`src/rtl/buck_seq_pkg.sv`:
```
`timescale 1ns/1ps
// Shared types for the buck gate-drive sequencer.
// Assumes: nothing beyond IEEE 1800-2017 enums.
package buck_seq_pkg;

    // Qualified drive request after tri-state filtering.
    typedef enum logic [1:0] {
        LVL_LO  = 2'b00,
        LVL_HI  = 2'b01,
        LVL_OFF = 2'b10
    } drive_cmd_t;

    // Sequencer states; the two wait states carry the dead-time interval.
    typedef enum logic [2:0] {
        ST_OFF,
        ST_WAIT_HS,
        ST_HS,
        ST_WAIT_LS,
        ST_LS
    } seq_state_t;

endpackage

```
`src/rtl/cycle_counter.sv`:
```
`timescale 1ns/1ps
// Saturating up-counter with synchronous clear.
// Assumes: clear has priority over increment; the count holds at all ones.
module cycle_counter #(
    parameter int WIDTH = 5
) (
    input  logic             clk,
    input  logic             rst_n,
    input  logic             clr,
    input  logic             inc,
    output logic [WIDTH-1:0] count
);
    localparam logic [WIDTH-1:0] TOP = '1;

    // Count enabled cycles, restarting on clear or reset.
    always_ff @(posedge clk) begin
        if (!rst_n || clr)
            count <= '0;
        else if (inc && count != TOP)
            count <= count + 1'b1;
    end
endmodule

```
`src/rtl/pwm_tri_filter.sv`:
```
`timescale 1ns/1ps
// Turns the raw decoded PWM level into a qualified drive request.
// Entering the off request needs TRI_HOLD tri-state cycles. Leaving it
// needs TRI_EXIT valid cycles. Changes between valid levels pass with
// one register of delay.
// Assumes: pwm_lvl is synchronous to clk; TRI_HOLD >= 1 and TRI_EXIT >= 1.
module pwm_tri_filter
    import buck_seq_pkg::*;
#(
    parameter int TRI_HOLD = 16,
    parameter int TRI_EXIT = 2
) (
    input  logic       clk,
    input  logic       rst_n,
    input  logic       active,
    input  logic [1:0] pwm_lvl,
    output drive_cmd_t cmd
);
    localparam int LONGEST = (TRI_HOLD > TRI_EXIT) ? TRI_HOLD : TRI_EXIT;
    localparam int CW      = $clog2(LONGEST + 1);
    localparam logic [CW-1:0] HOLD_LAST = CW'(TRI_HOLD - 1);
    localparam logic [CW-1:0] EXIT_LAST = CW'(TRI_EXIT - 1);

    drive_cmd_t    cmd_q, cmd_d;
    logic [CW-1:0] cnt;
    logic          raw_tri, cmd_valid, cnt_inc, cnt_clr;
    drive_cmd_t    raw_cmd;

    assign raw_tri   = pwm_lvl[1];
    assign raw_cmd   = pwm_lvl[0] ? LVL_HI : LVL_LO;
    assign cmd_valid = (cmd_q != LVL_OFF);

    // Next request: hold-off on entering tri-state, exit delay on leaving it.
    always_comb begin
        cmd_d = cmd_q;
        if (!active)
            cmd_d = LVL_OFF;
        else if (cmd_valid) begin
            if (!raw_tri)
                cmd_d = raw_cmd;
            else if (cnt == HOLD_LAST)
                cmd_d = LVL_OFF;
        end else if (!raw_tri && cnt == EXIT_LAST)
            cmd_d = raw_cmd;
    end

    // Count only while a state change is pending; restart on any change.
    assign cnt_inc = (cmd_valid && raw_tri) || (!cmd_valid && !raw_tri);
    assign cnt_clr = !active || !cnt_inc || (cmd_d != cmd_q);

    cycle_counter #(.WIDTH(CW)) delay_cnt_i (
        .clk   (clk),
        .rst_n (rst_n),
        .clr   (cnt_clr),
        .inc   (cnt_inc),
        .count (cnt)
    );

    // Request register.
    always_ff @(posedge clk) begin
        if (!rst_n)
            cmd_q <= LVL_OFF;
        else
            cmd_q <= cmd_d;
    end

    assign cmd = cmd_q;

    // the off request only ever follows a tri-state input while enabled.
    p_off_after_tri_r8: assert property (@(posedge clk) disable iff (!rst_n)
        (cmd_q == LVL_OFF && $past(cmd_q) != LVL_OFF && $past(active))
            |-> $past(raw_tri));

    // leaving the off request needs a valid level while enabled.
    p_exit_valid_r10: assert property (@(posedge clk) disable iff (!rst_n)
        (cmd_q != LVL_OFF && $past(cmd_q) == LVL_OFF)
            |-> ($past(!raw_tri) && $past(active)));
endmodule

```
`src/rtl/gate_fsm.sv`:
```
`timescale 1ns/1ps
// Break-before-make sequencer for the two gate commands.
// A wait state sits between the two on states. The waiting gate turns on
// once its partner's below-threshold feedback is seen and the minimum
// dead time has passed, or once MAX_WAIT cycles have passed.
// Skip mode drops the low side on zero-cross.
// Assumes: inputs synchronous to clk; 1 <= DT_* <= MAX_WAIT.
module gate_fsm
    import buck_seq_pkg::*;
#(
    parameter int DT_HS2LS = 2,
    parameter int DT_LS2HS = 1,
    parameter int MAX_WAIT = 20
) (
    input  logic       clk,
    input  logic       rst_n,
    input  logic       active,
    input  drive_cmd_t cmd,
    input  logic       skip_n,
    input  logic       zero_cross,
    input  logic       hs_below,
    input  logic       ls_below,
    output logic       hs_on,
    output logic       ls_on
);
    localparam int WW = $clog2(MAX_WAIT + 1);
    localparam logic [WW-1:0] HS_MIN    = WW'(DT_LS2HS - 1);
    localparam logic [WW-1:0] LS_MIN    = WW'(DT_HS2LS - 1);
    localparam logic [WW-1:0] WAIT_LAST = WW'(MAX_WAIT - 1);

    seq_state_t    state_q, state_d;
    logic [WW-1:0] cnt;
    logic          in_wait, hs_go, ls_go, cnt_clr, drop_ls;

    assign in_wait = (state_q == ST_WAIT_HS) || (state_q == ST_WAIT_LS);
    assign hs_go   = (ls_below && cnt >= HS_MIN) || (cnt == WAIT_LAST);
    assign ls_go   = (hs_below && cnt >= LS_MIN) || (cnt == WAIT_LAST);
    assign drop_ls = !skip_n && zero_cross;

    // Next-state decode for the gate sequence.
    always_comb begin
        state_d = state_q;
        if (!active)
            state_d = ST_OFF;
        else begin
            case (state_q)
                ST_OFF: begin
                    if (cmd == LVL_HI)
                        state_d = ST_WAIT_HS;
                    else if (cmd == LVL_LO && skip_n)
                        state_d = ST_WAIT_LS;
                end
                ST_WAIT_HS: begin
                    if (cmd != LVL_HI)
                        state_d = ST_OFF;
                    else if (hs_go)
                        state_d = ST_HS;
                end
                ST_HS: begin
                    if (cmd == LVL_LO)
                        state_d = ST_WAIT_LS;
                    else if (cmd == LVL_OFF)
                        state_d = ST_OFF;
                end
                ST_WAIT_LS: begin
                    if (cmd != LVL_LO || drop_ls)
                        state_d = ST_OFF;
                    else if (ls_go)
                        state_d = ST_LS;
                end
                ST_LS: begin
                    if (cmd == LVL_HI)
                        state_d = ST_WAIT_HS;
                    else if (cmd == LVL_OFF || drop_ls)
                        state_d = ST_OFF;
                end
                default: state_d = ST_OFF;
            endcase
        end
    end

    // Dead-time counter runs inside wait states and restarts on each move.
    assign cnt_clr = !active || (state_d != state_q);

    cycle_counter #(.WIDTH(WW)) wait_cnt_i (
        .clk   (clk),
        .rst_n (rst_n),
        .clr   (cnt_clr),
        .inc   (in_wait),
        .count (cnt)
    );

    // State register.
    always_ff @(posedge clk) begin
        if (!rst_n)
            state_q <= ST_OFF;
        else
            state_q <= state_d;
    end

    assign hs_on = (state_q == ST_HS);
    assign ls_on = (state_q == ST_LS);

    // the high side rises only after the low side was already off.
    p_hs_break_first_r6: assert property (@(posedge clk) disable iff (!rst_n)
        $rose(hs_on) |-> $past(!ls_on));

    // the low side rises only after the high side was already off.
    p_ls_break_first_r6: assert property (@(posedge clk) disable iff (!rst_n)
        $rose(ls_on) |-> $past(!hs_on));

    // in skip mode a zero-cross drops the low side at the next edge.
    p_zero_cross_drop_r5: assert property (@(posedge clk) disable iff (!rst_n)
        (ls_on && !skip_n && zero_cross) |=> !ls_on);

    // an expired wait with the request still high forces the high side on.
    p_wait_timeout_r7: assert property (@(posedge clk) disable iff (!rst_n)
        (state_q == ST_WAIT_HS && cnt == WAIT_LAST && active && cmd == LVL_HI)
            |=> hs_on);
endmodule

```
`src/rtl/buck_gate_seq.sv`:
```
`timescale 1ns/1ps
// Top of the buck gate-drive sequencer: tri-state filter, then gate sequencer.
// Assumes: all inputs synchronous to clk; analog sensing lives outside.
module buck_gate_seq
    import buck_seq_pkg::*;
#(
    parameter int TRI_HOLD = 16,
    parameter int TRI_EXIT = 2,
    parameter int DT_HS2LS = 2,
    parameter int DT_LS2HS = 1,
    parameter int MAX_WAIT = 20
) (
    input  logic       clk,
    input  logic       rst_n,
    input  logic [1:0] pwm_lvl,
    input  logic       en_n,
    input  logic       skip_n,
    input  logic       supply_ok,
    input  logic       zero_cross,
    input  logic       hs_below,
    input  logic       ls_below,
    output logic       hs_on,
    output logic       ls_on
);
    logic       active;
    drive_cmd_t cmd;

    assign active = !en_n && supply_ok;

    pwm_tri_filter #(
        .TRI_HOLD (TRI_HOLD),
        .TRI_EXIT (TRI_EXIT)
    ) filter_i (
        .clk     (clk),
        .rst_n   (rst_n),
        .active  (active),
        .pwm_lvl (pwm_lvl),
        .cmd     (cmd)
    );

    gate_fsm #(
        .DT_HS2LS (DT_HS2LS),
        .DT_LS2HS (DT_LS2HS),
        .MAX_WAIT (MAX_WAIT)
    ) fsm_i (
        .clk        (clk),
        .rst_n      (rst_n),
        .active     (active),
        .cmd        (cmd),
        .skip_n     (skip_n),
        .zero_cross (zero_cross),
        .hs_below   (hs_below),
        .ls_below   (ls_below),
        .hs_on      (hs_on),
        .ls_on      (ls_on)
    );

    // the two gate commands never overlap.
    p_no_overlap_r11: assert property (@(posedge clk) disable iff (!rst_n)
        !(hs_on && ls_on));

    // a high enable input clears both gates at the next edge.
    p_disable_off_r1: assert property (@(posedge clk) disable iff (!rst_n)
        en_n |=> (!hs_on && !ls_on));

    // a bad supply clears both gates at the next edge.
    p_supply_off_r2: assert property (@(posedge clk) disable iff (!rst_n)
        !supply_ok |=> (!hs_on && !ls_on));
endmodule

```
`config.mk`:
```
export PLATFORM = sky130hd
export DESIGN_NAME = buck_gate_seq
export DESIGN_NICKNAME = d
export VERILOG_FILES = /design/src/rtl/buck_seq_pkg.sv /design/src/rtl/cycle_counter.sv /design/src/rtl/pwm_tri_filter.sv /design/src/rtl/gate_fsm.sv /design/src/rtl/buck_gate_seq.sv
export SDC_FILE = /design/constraint.sdc
export NUM_CORES = 1
export LEC_CHECK = 0
export BUFFER_PORTS_ARGS = -buffer_cell sky130_fd_sc_hd__buf_2
export CORE_ASPECT_RATIO = 0.6
export CORE_MARGIN = 8
export CORE_UTILIZATION = 35
export CTS_BUF_LIST = sky130_fd_sc_hd__clkbuf_4 sky130_fd_sc_hd__clkbuf_8 sky130_fd_sc_hd__clkbuf_16
export DETAILED_ROUTE_END_ITERATION = 8
export MAX_ROUTING_LAYER = met4
export PLACE_DENSITY = 0.51
export REMOVE_ABC_BUFFERS = 1
export SLEW_MARGIN = 10
export SYNTH_ARGS = -nofsm -noshare
export SYNTH_HDL_FRONTEND = slang
export SYNTH_SLANG_ARGS = --single-unit
```
`constraint.sdc`:
```
create_clock -name clk -period 2.4 [get_ports clk]
set_input_delay 0.36 -clock clk [delete_from_list [all_inputs] [get_ports clk]]
set_output_delay 0.36 -clock clk [all_outputs]
set_load 0.02 [all_outputs]
```
Yosys cells after proc, flatten, opt, wreduce, memory -nomap -nowiden. Index checks and enable logic that the tools add are counted.

Register bits after elaboration: 15. Bits of input ports: 10. Word-level logic and storage cells: 72.

$add $sub $neg: 2. Magnitude comparators: 2. Equal/unequal tests: 15. Muxes and demuxes: 18. Reductions and logical operators: 31.

Operators with widths (count): two-way mux 3 bit (11); case mux 3 bit (5 select lines) (1); logical OR 1 bit (11); adder 5 x 1 -> 5 bit (second input constant) (2); >= comparator 5 x 1 -> 1 bit (second input constant) (2); logical AND 1 bit (10); two-way mux 2 bit (5); inequality test 5 bit (second input constant) (2); logical NOT 1 bit (7); == test 3 x 2 -> 1 bit (second input constant) (2); == test 5 x 1 -> 1 bit (second input constant) (1); == test 5 x 4 -> 1 bit (second input constant) (1); == test 5 bit (second input constant) (1); == test 3 x 1 -> 1 bit (second input constant) (1); == test 3 bit (second input constant) (1); logical NOT 3 bit (1); inequality test 3 bit (1); == test 2 x 1 -> 1 bit (second input constant) (1); == test 2 bit (second input constant) (1); logical NOT 2 bit (1); inequality test 2 x 1 -> 1 bit (second input constant) (1); inequality test 2 bit (1); inequality test 2 bit (second input constant) (1); nonzero test 2 bit (1); two-way mux 1 bit (1).

Logic depth before layout (Yosys ltp). Gate-level depths: netlist of the first run.

Depth after elaboration: 10. Depth in mapped cells: 8. Gate-level depth less buffers: 8.

Cells and area by module. From an unflattened synthesis of the first run, not the netlist that was laid out.

Cells, all modules: 126. Area total of the unflattened synthesis: 1079.8 µm².

Modules (own cells, without submodules): cycle_counter (instances 2, cells an instance 26, area an instance 239.0 µm²); gate_fsm (instances 1, cells an instance 50, area an instance 391.6 µm²); pwm_tri_filter (instances 1, cells an instance 23, area an instance 196.4 µm²); buck_gate_seq (instances 1, cells an instance 1, area an instance 13.8 µm²).

Worst setup path before layout of the first run. No wires, ideal clock.

Path kind: register -> register. Start: register fsm_i.wait_cnt_i.count[1]. End: register fsm_i.wait_cnt_i.count[0]. Setup time: 0.125 ns. Arrival time: 1.757 ns. Data required time: 2.275 ns. Slack: 0.518 ns. Stages on the path, launching flop included: 8. Path buffers: 0. Cell sequence: dfxtp_1 inv_1 ha_1 or4_1 a211o_1 o31ai_4 or3_4 a21oi_1.

Cells in the longest elaborated chain, start to end: 10. Elaborated cells between the ends (all ways): 18. Classes of those cells: order compare (2); eq/ne (3); mux (6); reduce/logical (7).

Ends and longest elaborated chain: start, declared (line cycle_counter.sv:11) `output logic [WIDTH-1:0] count`; start signal, assigned (line cycle_counter.sv:20) `count <= count + 1'b1;`; >= comparator 5 x 1 -> 1 bit (on tied branches) (line gate_fsm.sv:37, gate_fsm.sv:36); logical AND 1 bit (on tied branches) (line gate_fsm.sv:37, gate_fsm.sv:36); logical OR 1 bit (on tied branches) (line gate_fsm.sv:37, gate_fsm.sv:36); two-way mux 3 bit (on tied branches) (line gate_fsm.sv:68, gate_fsm.sv:56); two-way mux 3 bit (on tied branches) (line gate_fsm.sv:66, gate_fsm.sv:54); case mux 3 bit (5 select lines) (line gate_fsm.sv:46) `case (state_q)`; two-way mux 3 bit (line gate_fsm.sv:43) `if (!active)`; inequality test 3 bit (line gate_fsm.sv:83) `assign cnt_clr = !active || (state_d != state_q);`; logical OR 1 bit (line gate_fsm.sv:83); logical OR 1 bit (line cycle_counter.sv:17) `if (!rst_n || clr)`.

Several ways; a longest one is shown, not always the timed one. A chain may end at the register's enable or synchronous reset.

Worst setup path in the final report of the first run.
Start: register fsm_i.wait_cnt_i.count[1]. End: register fsm_i.wait_cnt_i.count[1].

Same word-level chain as after synthesis.

==> results of run 1 <==
[registers in the layout, summed over array words and instances (netlist names)]
signal                      flops
fsm_i.state_q                   3
filter_i.delay_cnt_i.count      5
filter_i.cmd                    2
fsm_i.wait_cnt_i.count          5
[per-layer routing]
metal  share of wire  global-route usage  vias up
li1                -                   -      490
met1            0.53              0.1293      436
met2            0.42              0.1461       22
met3           0.038             0.03190        4
met4           0.016             0.04136        0
met5               0                   -        -
[critical path: cells and delay by family, from the launching register on]
family	cells	cell delay [ns]
AND/OR/NAND/NOR	2	0.60
flip-flops	1	0.40
AO/OA/AOI/OAI	3	0.70
adder cells (fa/ha/maj)	1	0.16
buffers and inverters	1	0.06
[final timing paths]
path	end	slack, ns	cells past startpoint
worst min register to register	filter_i.delay_cnt_i.count[1]	0.55	2
worst max-delay path	fsm_i.wait_cnt_i.count[1]	0.36	7
worst max register to register	fsm_i.wait_cnt_i.count[1]	0.36	7
worst min-delay path	filter_i.cmd[0]	0.37	3
[stage by stage]
step                      hold WS, ns    util
after floorplan                0.4991       -
after detailed placement       0.5387  0.3926
after CTS                      0.3603  0.4087
after global routing           0.3993  0.4087
final                          0.3665  0.4087
after global placement         0.5198  0.3926
[power by group]
| group | internal [mW] | switching (mW) | leakage, nW |
|---|---|---|---|
| logic | 0.0114 | 0.0169 | 0.338 |
| registers | 0.250 | 0.000982 | 0.121 |
| clock network | 0.115 | 0.0927 | 0.0255 |
| total | 0.376 | 0.111 | 0.484 |
[synthesized netlist by cell type, types with 3 or more instances]
cell type / instances / area share
nor3b_1: 3 / 0.021
a21oi_1: 11 / 0.052
dfxtp_1: 15 / 0.29
and3_1: 4 / 0.024
inv_1: 4 / 0.014
nor2_1: 16 / 0.057
nand2_1: 7 / 0.025
nand3_1: 3 / 0.014
nor3_1: 4 / 0.019
buf_2: 3 / 0.014
xnor2_1: 6 / 0.050
ha_1: 7 / 0.083
nand2b_1: 5 / 0.030
nand4_1: 9 / 0.054
[layout make-up]
type | count | area share
inverter | 5 | 0.01599
clock inverter | 1 | 0.004264
clock buffer | 3 | 0.03518
sequential | 15 | 0.2559
timing repair buffer | 11 | 0.04691
multi-input combinational | 104 | 0.5970
tap | 42 | 0.04478
[cell families (layout without fill, tap and decap cells)]
logic type,after synthesis,count (layout)
AND/OR/NAND/NOR,61,61
AO/OA/AOI/OAI,27,27
flip-flops,15,15
buffers and inverters,11,20
adder cells (fa/ha/maj),7,7
XOR/XNOR,7,7
multiplexers,2,2
==> impl_metrics.env, run 1 <==
export IMPL_fin_tns_setup_ns=0
export IMPL_grt_pass1_wl_mm=4.002
export IMPL_tightest_slew_ns=0.4912
export IMPL_rsz0062_at_grt="false"
export IMPL_required_ns=2.53
export IMPL_syn_cell_area_sq_um=1050
export IMPL_final_layout_size_suffix_gt1_frac=0.1511
export IMPL_clock_latency_ns=0.25
export IMPL_num_vias=952
export IMPL_synth_xor_area_share=0.05840
export IMPL_grt_overflow_total=0
export IMPL_final_nets=157
export IMPL_cts_setup_buffers=0
export IMPL_fp_dieW_um=86.70
export IMPL_crit_chain="inv_1, ha_1, or4_1, a211o_1, o31ai_4, or3_4, a21oi_1"
export IMPL_cts_tree="yes"
export IMPL_ys_types=43
export IMPL_cts_buffer_depth=2
export IMPL_cp_slowest_cell="dfxtp_1"
export IMPL_critical_path_startpoint="fsm_i.wait_cnt_i.count[1]"
export IMPL_dp_cells=177
export IMPL_areaGrowthSynthToFinish_pct=11.80
export IMPL_cts_resized_gates=0
export IMPL_fin_crit_ns=2.038
export IMPL_synthMuxAreaShare=0.02026
export IMPL_timing_fmax_mhz=490.6
export IMPL_cts_buffers=3
export IMPL_synth_edf_count=0
export IMPL_antenna_left=0
export IMPL_core_area_sq_um=2872
export IMPL_grt_pass1_vias=879
export IMPL_ctsHoldBuffers=0
export IMPL_rr_startpoint="fsm_i.wait_cnt_i.count[1]"
export IMPL_cts_sinks=15
export IMPL_grt_max_degree=12
export IMPL_seq_area_frac_synth=0.2861
export IMPL_slew_headroom=0.6725
export IMPL_arrival_ns=2.16
export IMPL_critical_path_peak_fanout=5
export IMPL_fin_skew_ns=0.001795
export IMPL_n_fill_cell=309
export IMPL_fin_crit_sh=0.8492
export IMPL_dieArea_sq_um=5065
export IMPL_first_pass_iters=4
export IMPL_yosysWarnings=0
export IMPL_clkSlewWorstSetupHoldPaths_ns=0.06
export IMPL_layout_cells_non_filler=181
export IMPL_async_flop_share=0
export IMPL_power_density_nw_per_um2=414.6
export IMPL_synth_top_family_by_area="simple AND/OR/NAND/NOR gates"
export IMPL_total_power_mw=0.4866
export IMPL_timing_final_ws_setup_ns=0.3618
export IMPL_start_util=0.3656
export IMPL_layout_commonest_cell="nor2_1"
export IMPL_path_class="reg2reg"
export IMPL_route_detailed_drc=0
export IMPL_gp_congestion=0.7938
export IMPL_port_buffer_count=11
export IMPL_status="finished clean"
export IMPL_seq_area_sq_um=300.3
export IMPL_grt_usage=0.1018
export IMPL_die_h_um=58.42
export IMPL_ir_worst_vdd_uv=241.8
export IMPL_hp_start="pwm_lvl[0]"
export IMPL_place_area_sq_um=1127
export IMPL_drv_cap=0
export IMPL_synth_compound_area_share=0.1764
export IMPL_drt_total_wl_mm=2.399
export IMPL_max_stage_delay_ns=0.40
export IMPL_multi_input_area_sq_um=700.7
export IMPL_slew_violations=0
export IMPL_finalHoldViolCount=0
export IMPL_min_path_type="in2reg"
export IMPL_rows=15
export IMPL_synth_cells=130
export IMPL_wl_per_cell_um=13.25
export IMPL_boundaryPins=12
export IMPL_critPathLaunchType="register"
export IMPL_hpwl_mm=1.833
export IMPL_stdcell_area_sq_um=1174
export IMPL_dp_worst_setup_slack_ns=0.3744
export IMPL_root_buffer="clkbuf_8"
export IMPL_synth_flop_cell="dfxtp_1"
export IMPL_final_cell_mix="16 x nor2_1, 15 x dfxtp_1, 11 x a21oi_1, 11 x buf_2, 9 x nand4_1"
export IMPL_crit_path_end_kind="register"
export IMPL_synthAdderAreaFrac=0.08343
export IMPL_n_antenna_cell=0
export IMPL_syn_avg_cell_area_sq_um=8.075
export IMPL_antenna_found_initial=0
export IMPL_htree_levels=1
export IMPL_p_leak_nw=0.4841
export IMPL_synth_simple_gate_area_frac=0.3290
export IMPL_synth_seq_cells=15
export IMPL_viasPerCell=5.260
export IMPL_setup_viol=0
export IMPL_drtIter0Drc=53
Note: power is estimated with default switching activity, not from simulation.
==> run 2, diff against run 1 <==
Clock period 2.4 ns to 1.94 ns, I/O delays scaled along.
==> impl_metrics.env, run 2 (same netlist as run 1, synthesis figures left out) <==
export IMPL_ctsHoldBuffers=0
export IMPL_clkSlewWorstSetupHoldPaths_ns=0.07
export IMPL_dieArea_sq_um=5065
export IMPL_die_h_um=58.42
export IMPL_path_class="reg2reg"
export IMPL_seq_area_sq_um=307.8
export IMPL_layout_commonest_cell="nor2_1"
export IMPL_root_buffer="clkbuf_8"
export IMPL_cts_sinks=15
export IMPL_p_leak_nw=0.4889
export IMPL_dp_worst_setup_slack_ns=-0.04742
export IMPL_clock_latency_ns=0.25
export IMPL_antenna_left=0
export IMPL_antenna_found_initial=0
export IMPL_critical_path_peak_fanout=5
export IMPL_fin_crit_ns=1.916
export IMPL_num_vias=950
export IMPL_rows=15
export IMPL_first_pass_iters=4
export IMPL_timing_fmax_mhz=522.0
export IMPL_min_path_type="in2reg"
export IMPL_top_regs="filter_i.delay_cnt_i.count x5, fsm_i.wait_cnt_i.count x5, fsm_i.state_q x3"
export IMPL_max_stage_delay_ns=0.40
export IMPL_fp_dieW_um=86.70
export IMPL_grt_max_degree=12
export IMPL_cp_slowest_cell="or4_1"
export IMPL_drt_total_wl_mm=2.468
export IMPL_port_buffer_count=11
export IMPL_drv_cap=0
export IMPL_cts_tree="yes"
export IMPL_arrival_ns=2.04
export IMPL_areaGrowthSynthToFinish_pct=17.64
export IMPL_slew_violations=0
export IMPL_n_antenna_cell=0
export IMPL_cts_buffers=3
export IMPL_fin_skew_ns=0.003970
export IMPL_cts_buffer_depth=2
export IMPL_setup_viol=0
export IMPL_hold_slack_ns=0.2849
export IMPL_final_cell_mix="16 x nor2_1, 13 x dfxtp_1, 11 x buf_2"
export IMPL_rsz0062_at_grt="true"
export IMPL_boundaryPins=12
export IMPL_critPathLaunchType="register"
export IMPL_crit_path_end_kind="register"
export IMPL_timing_final_ws_setup_ns=0.02426
export IMPL_gp_congestion=0.8648
export IMPL_wl_per_cell_um=13.41
export IMPL_required_ns=2.07
export IMPL_grt_overflow_total=0
export IMPL_finalHoldViolCount=0
export IMPL_grt_pass1_vias=889
export IMPL_grt_usage=0.1073
export IMPL_final_nets=160
export IMPL_multi_input_area_sq_um=725.7
export IMPL_start_util=0.3656
export IMPL_core_area_sq_um=2872
export IMPL_viasPerCell=5.163
export IMPL_hpwl_mm=1.906
export IMPL_crit_chain="inv_2, ha_2, or4_1, a211o_1, o31ai_4, or3_4, a21oi_1"
export IMPL_fin_crit_sh=0.9875
export IMPL_ir_worst_vdd_uv=393.5
export IMPL_r2r_setup_slack_ns=0.02
export IMPL_status="finished clean"
export IMPL_final_layout_size_suffix_gt1_frac=0.2324
export IMPL_n_fill_cell=302
export IMPL_htree_levels=1
export IMPL_tightest_slew_ns=0.4917
export IMPL_grt_pass1_wl_mm=4.222
export IMPL_power_density_nw_per_um2=490.5
export IMPL_route_detailed_drc=0
export IMPL_slew_headroom=0.6722
export IMPL_drtIter0Drc=100
==> run 2: power breakdown <==
group | leakage, nW | internal, mW | switching (mW)
logic | 0.345 | 0.0153 | 0.0208
clock network | 0.0217 | 0.144 | 0.118
registers | 0.123 | 0.306 | 0.00114
total | 0.489 | 0.466 | 0.140
==> run 2: timing repair <==
item | 4_1_cts | 5_1_grt
pin swaps | 1 | 8
gates resized for setup | 2 | 11
endpoints found under the setup margin | 5 | 5
setup buffers | 0 | 0
gates cloned | 0 | 0
==> run 2: worst paths after layout <==
check,startpoint,cells past startpoint,to
max reg2reg,fsm_i.wait_cnt_i.count[1],7,fsm_i.wait_cnt_i.count[2]
min,pwm_lvl[0],3,filter_i.cmd[0]
max,fsm_i.wait_cnt_i.count[1],7,fsm_i.wait_cnt_i.count[2]
min reg2reg,filter_i.delay_cnt_i.count[4],2,filter_i.delay_cnt_i.count[4]
==> run 2: area by class of cell <==
cell class | count | area share
Tap cell | 42 | 0.04255
Sequential cell | 15 | 0.2492
Inverter | 5 | 0.01520
Clock inverter | 1 | 0.006079
Multi-Input combinational cell | 104 | 0.5876
Timing Repair Buffer | 14 | 0.06586
Clock buffer | 3 | 0.03343
==> run 2: critical path, delay by kind of cell (launching register included) <==
family / cells / cell delay [ns]
simple gates: 2 / 0.60
buf+inv: 1 / 0.03
compound gates: 3 / 0.64
fa+ha+maj: 1 / 0.15
flops: 1 / 0.37
==> run 2: per-stage QoR <==
step / area [sq um] / power [mW] / setup TNS [ns] / util / cells
2_1_floorplan: 1020 / 0.3355 / 0 / - / 124
3_3_place_gp: 1150 / 0.3528 / -0.08796 / 0.4004 / 180
3_5_place_dp: 1150 / 0.3527 / -0.2009 / 0.4004 / 180
4_1_cts: 1206 / 0.6176 / 0 / 0.4200 / 184
5_1_grt: 1235 / 0.6342 / -0.1116 / 0.4301 / 184
6_report: 1235 / 0.6057 / 0 / 0.4301 / 184
==> run 2: per-layer routing <==
metal	global-route usage	routed length, um	share of wire	vias to the layer above
met5	-	0	0	-
met4	0.03650	27	0.011	0
met3	0.03745	157	0.064	2
met2	0.1450	1042	0.42	24
met1	0.1431	1240	0.50	428
li1	-	-	-	496
